$ cat src/rtl/flash_wp_pkg.sv
package flash_wp_pkg;

  localparam logic [7:0] OPC_WREN = 8'h06;
  localparam logic [7:0] OPC_WRDI = 8'h04;
  localparam logic [7:0] OPC_WRSR = 8'h01;
  localparam logic [7:0] OPC_PP   = 8'h02;
  localparam logic [7:0] OPC_SE   = 8'hD8;
  localparam logic [7:0] OPC_BE   = 8'hC7;

  typedef enum logic [2:0] {
    K_NONE, K_WREN, K_WRDI, K_WRSR, K_PP, K_SE, K_BE
  } cmd_kind_e;

  typedef struct packed {
    logic       lock;
    logic [1:0] zero;
    logic [2:0] level;
    logic       wel;
    logic       wip;
  } status_t;

  function automatic cmd_kind_e classify(input logic [7:0] op);
    case (op)
      OPC_WREN: return K_WREN;
      OPC_WRDI: return K_WRDI;
      OPC_WRSR: return K_WRSR;
      OPC_PP:   return K_PP;
      OPC_SE:   return K_SE;
      OPC_BE:   return K_BE;
      default:  return K_NONE;
    endcase
  endfunction

endpackage

$ cat src/rtl/wp_por_lockout.sv
module wp_por_lockout #(
  parameter int LOCK_CYC = 32
) (
  input  logic clk,
  input  logic rst_n,
  output logic locked
);
  localparam int CW = $clog2(LOCK_CYC + 2);
  localparam logic [CW-1:0] LIMIT = CW'(LOCK_CYC);

  logic [CW-1:0] cnt;

  always_ff @(posedge clk or negedge rst_n) begin
    if (!rst_n)             cnt <= '0;
    else if (cnt != LIMIT)  cnt <= cnt + 1'b1;
  end

  assign locked = (cnt != LIMIT);
endmodule

$ cat src/rtl/wp_region_decode.sv
module wp_region_decode #(
  parameter int SECT_W = 6
) (
  input  logic [2:0]        level,
  input  logic [SECT_W-1:0] sector,
  output logic              hit,
  output logic              any
);
  localparam int NSECT = 1 << SECT_W;
  localparam logic [SECT_W:0] NSECT_V = (SECT_W+1)'(NSECT);

  logic [SECT_W:0]  span;
  logic [SECT_W:0]  first;
  logic [NSECT-1:0] mask;

  // protected sectors grow from the top: 1, 2, 4 ... all
  always_comb begin
    if (level == 3'd0) span = '0;
    else               span = (SECT_W+1)'(NSECT >> (7 - int'(level)));
    first = NSECT_V - span;
  end

  for (genvar s = 0; s < NSECT; s++) begin : g_sect
    assign mask[s] = ((SECT_W+1)'(s) >= first) && (span != '0);
  end

  assign hit = mask[sector];
  assign any = (level != 3'd0);
endmodule

$ cat src/rtl/wp_cmd_gate.sv
module wp_cmd_gate
  import flash_wp_pkg::*;
(
  input  logic [7:0] op,
  input  logic       frame_ok,
  input  logic       wel,
  input  logic       wip,
  input  logic       locked,
  input  logic       level_any,
  input  logic       sect_hit,
  input  logic       hw_lock,
  output cmd_kind_e  kind,
  output logic       accept
);
  logic base_ok;

  always_comb begin
    kind    = classify(op);
    base_ok = !wip && !locked && frame_ok && wel;
    case (kind)
      K_WREN, K_WRDI: accept = !wip;
      K_PP, K_SE:     accept = base_ok && !sect_hit;
      K_BE:           accept = base_ok && !level_any;
      K_WRSR:         accept = base_ok && !hw_lock;
      default:        accept = 1'b0;
    endcase
  end
endmodule

$ cat src/rtl/flash_guard.sv
module flash_guard
  import flash_wp_pkg::*;
#(
  parameter int ADDR_W   = 24,
  parameter int SECT_W   = 6,
  parameter int CNT_W    = 16,
  parameter int LOCK_CYC = 32
) (
  input  logic              clk,
  input  logic              por_n,
  input  logic              wp_n,
  input  logic              cmd_valid,
  output logic              cmd_ready,
  input  logic [7:0]        cmd_opcode,
  input  logic [ADDR_W-1:0] cmd_addr,
  input  logic [CNT_W-1:0]  cmd_clk_cnt,
  input  logic [7:0]        cmd_wdata,
  output logic              dec_valid,
  input  logic              dec_ready,
  output logic              dec_accept,
  output logic [7:0]        dec_opcode,
  input  logic              op_done,
  output logic [7:0]        status_o
);
  localparam int LOW_W = ADDR_W - SECT_W;

  logic       wel, wip, lock;
  logic [2:0] level;
  logic       locked, sect_hit, level_any, accept, fire;
  cmd_kind_e  kind;
  status_t    st;

  logic unused_bits;
  assign unused_bits = ^{cmd_addr[LOW_W-1:0], cmd_clk_cnt[CNT_W-1:3],
                         cmd_wdata[6:5], cmd_wdata[1:0]};

  wp_por_lockout #(.LOCK_CYC(LOCK_CYC)) u_lockout (
    .clk(clk), .rst_n(por_n), .locked(locked)
  );

  wp_region_decode #(.SECT_W(SECT_W)) u_region (
    .level(level), .sector(cmd_addr[ADDR_W-1 -: SECT_W]),
    .hit(sect_hit), .any(level_any)
  );

  wp_cmd_gate u_gate (
    .op(cmd_opcode), .frame_ok(cmd_clk_cnt[2:0] == 3'd0),
    .wel(wel), .wip(wip), .locked(locked), .level_any(level_any),
    .sect_hit(sect_hit), .hw_lock(lock && !wp_n),
    .kind(kind), .accept(accept)
  );

  assign cmd_ready = !dec_valid || dec_ready;
  assign fire      = cmd_valid && cmd_ready;

  // decision register
  always_ff @(posedge clk or negedge por_n) begin
    if (!por_n) begin
      dec_valid  <= 1'b0;
      dec_accept <= 1'b0;
      dec_opcode <= '0;
    end else if (fire) begin
      dec_valid  <= 1'b1;
      dec_accept <= accept;
      dec_opcode <= cmd_opcode;
    end else if (dec_ready) begin
      dec_valid  <= 1'b0;
    end
  end

  // protection and latch state
  always_ff @(posedge clk or negedge por_n) begin
    if (!por_n) begin
      wel   <= 1'b0;
      wip   <= 1'b0;
      lock  <= 1'b0;
      level <= '0;
    end else begin
      if (op_done && wip) begin
        wip <= 1'b0;
        wel <= 1'b0;
      end
      if (fire && accept) begin
        case (kind)
          K_WREN: wel <= 1'b1;
          K_WRDI: wel <= 1'b0;
          K_WRSR: begin
            lock  <= cmd_wdata[7];
            level <= cmd_wdata[4:2];
            wel   <= 1'b0;
          end
          K_PP, K_SE, K_BE: wip <= 1'b1;
          default: ;
        endcase
      end
    end
  end

  always_comb begin
    st.lock  = lock;
    st.zero  = 2'b00;
    st.level = level;
    st.wel   = wel;
    st.wip   = wip;
  end
  assign status_o = st;
endmodule

$ cat config.mk
export PLATFORM = sky130hd
export DESIGN_NAME = flash_guard
export DESIGN_NICKNAME = d
export VERILOG_FILES = /design/src/rtl/flash_wp_pkg.sv /design/src/rtl/wp_por_lockout.sv /design/src/rtl/wp_region_decode.sv /design/src/rtl/wp_cmd_gate.sv /design/src/rtl/flash_guard.sv
export SDC_FILE = /design/constraint.sdc
export NUM_CORES = 1
export LEC_CHECK = 0
export ABC_AREA = 0
export BUFFER_PORTS_ARGS = -buffer_cell sky130_fd_sc_hd__buf_2
export CAP_MARGIN = 20
export CORE_UTILIZATION = 48
export CTS_CLUSTER_DIAMETER = 30
export DETAILED_ROUTE_END_ITERATION = 10
export GPL_TIMING_DRIVEN = 0
export PLACE_DENSITY = 0.85
export SLEW_MARGIN = 10
export SYNTH_ARGS = -nofsm -noshare
export SYNTH_HDL_FRONTEND = slang
export SYNTH_SLANG_ARGS = --single-unit
$ cat constraint.sdc
create_clock -name clk -period 3.3 [get_ports clk]
set_input_delay 0 -clock clk [delete_from_list [all_inputs] [get_ports clk]]
set_output_delay 0 -clock clk [all_outputs]
set_load 0.01 [all_outputs]
==> results of run 1 <==
cell families (layout without fill, tap and decap cells):
kind of cell	Yosys count	after routing	share of synthesized area
AO/OA/AOI/OAI	52	52	0.198
XOR/XNOR	6	6	0.0283
AND/OR/NAND/NOR	74	74	0.278
buffers and inverters	26	78	0.0783
flip-flops	22	22	0.297
multiplexers	11	11	0.0668
adder cells (fa/ha/maj)	8	8	0.0513
other	1	2	0.00202
final cells by class:
| type | count | area [um2] |
|---|---|---|
| Buffer | 17 | 111 |
| Clock buffer | 4 | 55.1 |
| Fill cell | 338 | 1450 |
| Inverter | 9 | 33.8 |
| Multi-Input combinational cell | 153 | 1160 |
| Sequential cell | 22 | 551 |
| Tap cell | 48 | 60.1 |
| Timing Repair Buffer | 48 | 270 |
routing by layer:
metal	vias to the layer above	part of all wire	wire (um)	track usage
met5	-	0	0	0
met4	0	0.0095	43	0.0556
met3	8	0.070	319	0.0304
met2	79	0.48	2170	0.406
met1	844	0.44	2000	0.323
li1	848	-	-	-
timing repair:
item / 4_1_cts / 5_1_grt
hold endpoints to repair: 27 / 0
hold buffers: 6 / 0
setup buffers: 0 / 0
where the power goes:
part / leakage, nW / internal, mW / switching (mW)
Combinational: 0.706 / 0.0508 / 0.0577
Sequential: 0.281 / 0.284 / 0.00628
Clock: 0.0288 / 0.106 / 0.0855
Total: 1.02 / 0.441 / 0.149
placed cells by master (no fill, tap or decap), drive strengths merged, types with 2 or more instances in the layout:
cell,count
and3,2
nor4b,3
xnor2,5
mux2,11
nor2b,5
conb,2
a21oi,11
nor3b,4
o21a,2
a21o,2
nand2,9
nor3,10
dfrtp,22
nand4,3
buf,52
nand2b,3
o211ai,2
ha,6
o21ai,12
a22oi,3
clkbuf,11
inv,9
nor4,5
maj3,2
nor2,8
or3,2
dlygate4sd3,6
o311ai,3
nand3,8
and4b,5
a31o,3
worst max-delay path, stage by stage (launching register included):
cell,delay [ps]
dfrtp_1,480
buf_4,220
nand2b_1,180
or2_2,330
ha_1,310
clkbuf_1,350
nor4_1,150
a2111oi_2,350
o311ai_0,180
a22oi_1,290
o21ai_1,120
state kept, by name, summed over array words and instances, names as in the netlist:
| register | flops |
|---|---|
| dec_accept | 1 |
| dec_opcode | 8 |
| dec_valid | 1 |
| level | 3 |
| lock | 1 |
| u_lockout.cnt | 6 |
| wel | 1 |
| wip | 1 |
stage by stage:
stage | instances | power, mW
global placement | 291 | 0.396
finish | 301 | 0.591
CTS | 301 | 0.595
floorplan | 201 | 0.348
global route | 301 | 0.617
detailed placement | 291 | 0.398
worst max path at each step:
stage               slack, ps  cells after the start                     end
floorplan                 620                     10  dec_accept$_DFFE_PN0P_
global placement          320                     10           wip$_DFF_PN0_
detailed placement        290                     10           wip$_DFF_PN0_
CTS                       270                     10           wip$_DFF_PN0_
global route               60                     10           wip$_DFF_PN0_
finish                    200                     10           wip$_DFF_PN0_
==> impl_metrics.tcl, run 1 <==
set metrics [dict create \
    drive_gt1_frac 0.340 \
    cts_buffer_depth 2 \
    hold_violations 0 \
    postPlaceCellArea_um2 2130 \
    final_util 0.608 \
    fp-row-count 22 \
    fin_ws_ps 202 \
    grt_usage 0.239 \
    wl_mm 4.53 \
    clock_latency_ps 260 \
    timing.fmax_mhz 323 \
    io_buffer_count 42 \
    start_kind "register" \
    drc 0 \
    finalSetupTns_ps 0 \
    gp_congestion 0.973 \
    synth_seq_cells 22 \
    synthTopCellsByCount "22 x dfrtp_1, 11 x a21oi_1, 11 x mux2_2" \
    yosys_warnings 0 \
    r2r_cells 10 \
    synth_edf_count 0 \
    die_h_um 64.2 \
    ys_seq_area_frac 0.297 \
    ys.flop_type "dfrtp_1" \
    yosysMostFrequentCell "dfrtp_1" \
    syn_area_per_cell_um2 9.27 \
    cts_tree "built" \
    crit_fanout 10 \
    min_path_type "in2reg" \
    clk_pin_slew_worst_paths_ps 80 \
    hold_depth 2 \
    crit-reg2reg-launch "level[2]$_DFFE_PN0P_" \
    place_hpwl_mm 3.31 \
    first_global_vias 1747 \
    num_io_pins 81 \
    synthArstFlopShare 1.00 \
    vias_per_cell 5.91 \
    worst_hold_slack_ps 12.1 \
    vias 1779 \
    power_density_nw_per_um2 263 \
    rsz0062_at_grt "false" \
    status "finished clean" \
    worstSetupEndpointType "register" \
    drt_iter0_drc 147 \
    antenna_left 0 \
    synth_cell_types 63 \
    finalSetupViolCount 0 \
    dieArea_um2 4120 \
    grt_max_degree 23 \
    fin_skew_ps 1.63 \
    worstPathRequired_ps 3440 \
    pre_cts_ws_ps 293 \
    core_area_um2 3690 \
    synth_area_um2 1850 \
    peakVddDrop_mv 0.246 \
    drtPass1Iterations 5 \
    drv_slew 0 \
    reg2reg_slack_ps 200 \
    maxCapViolations 0 \
    synthToLayoutAreaGrowth_pct 21.0 \
    n_antenna_cell 0 \
    finalCritPeriodShare 0.939 \
    postSynthCellCount 200 \
    grt_overflow 0 \
    grt_pass1_wl_mm 7.96 \
    fin_crit_ps 3100 \
    min_from "cmd_opcode[2]" \
    slew_headroom 0.672 \
    fin_area_um2 2240 \
    numCtsBuffers 3 \
    path_class "reg2reg" \
    crit_arrival_ps 3240 \
    startpoint "level[2]$_DFFE_PN0P_" \
    post_cts_resized 0 \
    cts.sinks 22 \
    htree_num_levels 1 \
    layout.nets 322 \
    min_to "dec_opcode[2]$_DFFE_PN0P_" \
    ys_top_cells_by_area "dfrtp_1 30%, mux2_2 6.7%, ha_1 4.0%" \
    synth_top_area_cell "dfrtp_1" \
    die_w_um 64.2 \
    worst_pin_slew_ps 486 \
    r2r-end "wip$_DFF_PN0_" \
    leakagePower_nw 1.02 \
    antenna_found_initial 0 \
    wl_per_cell_um 15.1 \
    start_util 0.503 \
    yosysTopAreaCellShare 0.297 \
    ctsRootBufferMaster "clkbuf_8" \
]
Note: power is estimated with default switching activity, not from simulation.
==> run 2, diff against run 1 <==
Settings changed: ABC_CLOCK_PERIOD_IN_PS set to 3300, PLACE_DENSITY 0.85 to 0.88.
==> run 2 against run 1 <==
Utilization about the same. Routed wire length increased by 0.33%. Clock power about the same. Critical path depth increased by 1. Register-to-register slack got worse by 30 ps. Maximum frequency decreased by 0.86%. Non-clock buffer count unchanged. Via count increased by 1.9%. Flip-flop and latch count unchanged. Cell count unchanged. Global-route usage decreased by 0.57 points. Largest cell class unchanged.
==> impl_metrics.tcl, run 2 (synthesis gave the netlist of run 1 again) <==
set metrics [dict create \
    finalSetupTns_ps 0 \
    layout_common_cells "46 x buf_2, 22 x dfrtp_1, 11 x a21oi_1, 11 x mux2_2" \
    leakagePower_nw 1.02 \
    hold_depth 2 \
    layout_commonest_cell "buf_2" \
    reg2reg_slack_ps 170 \
    cts_buffer_depth 2 \
    antenna_found_initial 0 \
    fp-row-count 22 \
    drt_iter0_drc 87 \
    reg_top3 "dec_opcode (8), u_lockout.cnt (6), level (3)" \
    final_util 0.609 \
    fin_crit_ps 3130 \
    first_global_vias 1776 \
    wl_per_cell_um 15.1 \
    finalSetupViolCount 0 \
    postPlaceCellArea_um2 2130 \
    rsz0062_at_grt "false" \
    io_buffer_count 42 \
    timing.fmax_mhz 320 \
    grt_overflow 0 \
    start_kind "register" \
    fin_ws_ps 175 \
    status "finished clean" \
    finalCritPeriodShare 0.947 \
    crit_fanout 10 \
    min_path_type "in2reg" \
    pre_cts_ws_ps 216 \
    worstPathRequired_ps 3440 \
    crit-reg2reg-launch "level[2]$_DFFE_PN0P_" \
    layout.nets 322 \
    gp_congestion 0.906 \
    clock_latency_ps 260 \
    dieArea_um2 4120 \
    path_class "reg2reg" \
    r2r-end "wip$_DFF_PN0_" \
    antenna_left 0 \
    htree_num_levels 1 \
    r2r_cells 11 \
    n_antenna_cell 0 \
    hold_violations 0 \
    cts_tree "built" \
    numCtsBuffers 3 \
    top_register "dec_opcode" \
    grt_max_degree 23 \
    start_util 0.503 \
    min_to "dec_opcode[5]$_DFFE_PN0P_" \
    fin_area_um2 2240 \
    synthToLayoutAreaGrowth_pct 21.1 \
    wl_mm 4.55 \
    drv_slew 0 \
    post_cts_buffers 0 \
    drtPass1Iterations 4 \
    num_io_pins 81 \
    grt_usage 0.233 \
    worstSetupEndpointType "register" \
    ctsRootBufferMaster "clkbuf_8" \
    drive_gt1_frac 0.344 \
    peakVddDrop_mv 0.402 \
    worst_hold_slack_ps 18.8 \
    crit_arrival_ps 3270 \
    die_h_um 64.2 \
    clk_pin_slew_worst_paths_ps 80 \
    vias 1813 \
    vias_per_cell 6.02 \
    place_hpwl_mm 3.28 \
    grt_pass1_wl_mm 7.78 \
    cts.sinks 22 \
    worst_pin_slew_ps 535 \
    drc 0 \
    min_from "cmd_opcode[5]" \
    core_area_um2 3690 \
    die_w_um 64.2 \
    largest_reg_flops 8 \
    maxCapViolations 0 \
    power_density_nw_per_um2 264 \
    slew_headroom 0.638 \
    fin_skew_ps 1.30 \
]
==> run 2: worst max path at each step <==
stage	start	endpoint
floorplan	level[2]$_DFFE_PN0P_	dec_accept$_DFFE_PN0P_
global placement	level[2]$_DFFE_PN0P_	wip$_DFF_PN0_
detailed placement	level[2]$_DFFE_PN0P_	wip$_DFF_PN0_
CTS	level[2]$_DFFE_PN0P_	wip$_DFF_PN0_
global route	level[2]$_DFFE_PN0P_	wip$_DFF_PN0_
finish	level[2]$_DFFE_PN0P_	wip$_DFF_PN0_
==> run 2: area by class of cell <==
class / instances / area, um2
repair buffers: 48 / 270
flip-flops and latches: 22 / 551
multi-input cells: 153 / 1160
inverters: 9 / 33.8
fillers: 347 / 1440
plain buffers: 17 / 113
well taps: 48 / 60.1
clock buffers: 4 / 55.1
==> run 2: layer usage <==
layer	share of wire	up-vias	GRT usage
met4	0.017	0	0.0889
met1	0.43	866	0.293
li1	-	848	-
met5	0	-	0
met2	0.49	89	0.406
met3	0.065	10	0.0286
==> run 2: worst max-delay path, stage by stage (launching register included) <==
cell and delay [ps]:
dfrtp_1 500, buf_4 230, nand2b_1 160, or2_2 330
ha_1 200, buf_2 180, nor4_4 300, a21oi_1 100
a2111oi_2 330, o311ai_0 250, a22oi_1 310, o21ai_1 110
==> run 2: where the power goes <==
| part | internal (mW) | switching (mW) |
|---|---|---|
| Sequential | 0.284 | 0.00629 |
| Combinational | 0.0508 | 0.0583 |
| Clock | 0.106 | 0.0863 |
| Total | 0.441 | 0.151 |
==> run 2: what timing repair did <==
action                                  in CTS  in global routing
resized for setup                            0                  2
endpoints found under the setup margin       0                  1
hold buffers                                 6                  0
endpoints found under the hold margin       27                  0
==> run 2: per-stage QoR <==
step	cells	total power [mW]
after floorplan	201	0.348
after global placement	291	0.396
after detailed placement	291	0.398
after CTS	301	0.594
after global routing	301	0.617
final	301	0.592
==> run 3, diff against run 2 <==
Settings changed: ABC_CLOCK_PERIOD_IN_PS 3300 to 2670, CORE_UTILIZATION 48 to 43, PLACE_DENSITY 0.88 to 0.83.
Clock period 3.3 ns to 2.67 ns, I/O delays scaled along.
==> run 3 against run 2 <==
First-iteration DRC count grew 86%. Sequential share of layout area shrank 1.4 points. Cell count grew 3.3%. Critical path type unchanged. Largest cell class unchanged.
==> impl_metrics.tcl, run 3 (synthesis gave the netlist of run 1 again) <==
set metrics [dict create \
    status "finished clean" \
    final_util 0.591 \
    slew_headroom 0.647 \
    layout_commonest_cell "buf_2" \
    vias 1830 \
    start_util 0.457 \
    die_w_um 67.7 \
    maxCapViolations 0 \
    switching_share 0.238 \
    largest_reg_flops 8 \
    fp-row-count 23 \
    p_sw_uw 192 \
    layout_common_cells "43 x buf_2, 19 x dfrtp_1, 15 x buf_4" \
    cpPeakStageDelay_ps 450 \
    min_from "cmd_opcode[2]" \
    grt_pass1_wl_mm 7.66 \
    postPlaceCellArea_um2 2130 \
    drc 0 \
    core_area_um2 4060 \
    drv_slew 0 \
    die_h_um 67.7 \
    power.total_uw 807 \
    clk_pin_slew_worst_paths_ps 90 \
    cts.sinks 22 \
    grt_max_degree 23 \
    worst_pin_slew_ps 530 \
    crit_arrival_ps 2710 \
    placed_cells 293 \
    wl_mm 4.69 \
    cts_tree "built" \
    synthToLayoutAreaGrowth_pct 29.4 \
    drive_gt1_frac 0.398 \
    cts_buffer_depth 2 \
    vias_per_cell 5.88 \
    place_hpwl_mm 3.29 \
    hold_violations 0 \
    fin_skew_ps 11.4 \
    path_class "reg2reg" \
    seqPwrFrac 0.446 \
    finalCritPeriodShare 0.960 \
    first_global_vias 1742 \
    num_io_pins 81 \
    fin_crit_ps 2560 \
    grt_usage 0.218 \
    startpoint "level[1]$_DFFE_PN0P_" \
    drt_iter0_drc 162 \
    ctsRootBufferMaster "clkbuf_8" \
    nFillCells 336 \
    drtPass1Iterations 5 \
    grt_overflow 0 \
    start_kind "register" \
    dieArea_um2 4580 \
    reg_top3 "dec_opcode (8), u_lockout.cnt (6), level (3)" \
    power_density_nw_per_um2 336 \
    layoutNonFillerInstCount 311 \
    peakVddDrop_mv 0.229 \
    numCtsBuffers 3 \
    crit_fanout 10 \
    worstSetupEndpointType "register" \
    crit_slowest_cell "dfrtp_2" \
    combPwrFrac 0.168 \
    clock_latency_ps 270 \
    worstPathRequired_ps 2810 \
    leakagePower_nw 1.07 \
    htree_num_levels 1 \
    min_path_type "in2reg" \
    crit-reg2reg-launch "level[1]$_DFFE_PN0P_" \
    gp_congestion 0.933 \
    pwr-share-clk 0.386 \
    n_antenna_cell 0 \
    top_register "dec_opcode" \
    crit_chain "buf_6 > nor3b_4 > inv_2 > ha_4 > nor4_4 > a21oi_2 > a2111oi_2 > o311ai_1 > a22oi_1 > o21ai_1" \
    p_int_uw 615 \
    finalSetupViolCount 0 \
    wl_per_cell_um 15.1 \
    timing.fmax_mhz 390 \
    antenna_found_initial 0 \
    antenna_left 0 \
    io_buffer_count 42 \
    fin_area_um2 2400 \
    layout.nets 330 \
]
[run 3: cell count changes in the layout (fill, tap and decap cells not counted), sizes merged]
cell    delta
buf        +9
clkbuf     -2
bufinv     +1
[run 3: area by class of cell]
class / instances / area (um2) / share of cell area
repair buffers: 57 / 338 / 0.141
clock inverters: 1 / 30.0 / 0.0125
clock buffers: 3 / 41.3 / 0.0172
well taps: 50 / 62.6 / 0.0261
multi-input cells: 153 / 1210 / 0.506
plain buffers: 16 / 126 / 0.0527
flip-flops and latches: 22 / 554 / 0.231
inverters: 9 / 33.8 / 0.0141
[run 3: per-layer routing]
metal / global-route usage / up-vias / wire, um
li1: - / 866 / -
met1: 0.260 / 848 / 2060
met2: 0.389 / 100 / 2320
met3: 0.0372 / 16 / 244
met4: 0.0691 / 0 / 61
met5: 0 / - / 0
[run 3: worst max-delay path: cells and delay by family (launching register included)]
family | cells | cell delay (ps)
flops | 1 | 450
buf+inv | 2 | 270
fa+ha+maj | 1 | 200
compound gates | 5 | 900
simple gates | 2 | 620
[run 3: final timing paths]
kind,slack [ps],endpoint,cells after the start
setup / recovery,110,wip$_DFF_PN0_,10
hold / removal,20,dec_opcode[2]$_DFFE_PN0P_,2
setup reg to reg,110,wip$_DFF_PN0_,10
hold reg to reg,470,u_lockout.cnt[5]$_DFFE_PN0P_,1
max in group asynchronous,2100,level[2]$_DFFE_PN0P_,2
min in group asynchronous,220,dec_opcode[2]$_DFFE_PN0P_,2
[run 3: timing repair]
item | CTS | global route
hold buffers | 6 | 0
pin swaps | 6 | 9
endpoints found under the hold margin | 27 | 0
resized for setup | 10 | 15
setup endpoints to repair | 2 | 2
gates cloned | 0 | 0
buffers inserted | 2 | 7
[run 3: per-stage QoR]
stage / TNS [ps] / setup slack, ps / hold slack (ps)
3_3_place_gp: -425 / -216 / -10.1
5_1_grt: -17.6 / -17.6 / 29.0
3_5_place_dp: -455 / -228 / -12.7
6_report: 0 / 107 / 23.8
2_1_floorplan: 0 / 50.7 / -296
4_1_cts: 0 / 8.78 / 20.3
[run 3: power groups by stage]
stage	Sequential [mW]	Combinational, mW	Clock, mW
5_1_grt	0.363	0.150	0.332
2_1_floorplan	0.376	0.0541	0
4_1_cts	0.360	0.134	0.313
6_report	0.360	0.135	0.311
3_5_place_dp	0.367	0.127	0
3_3_place_gp	0.365	0.124	0
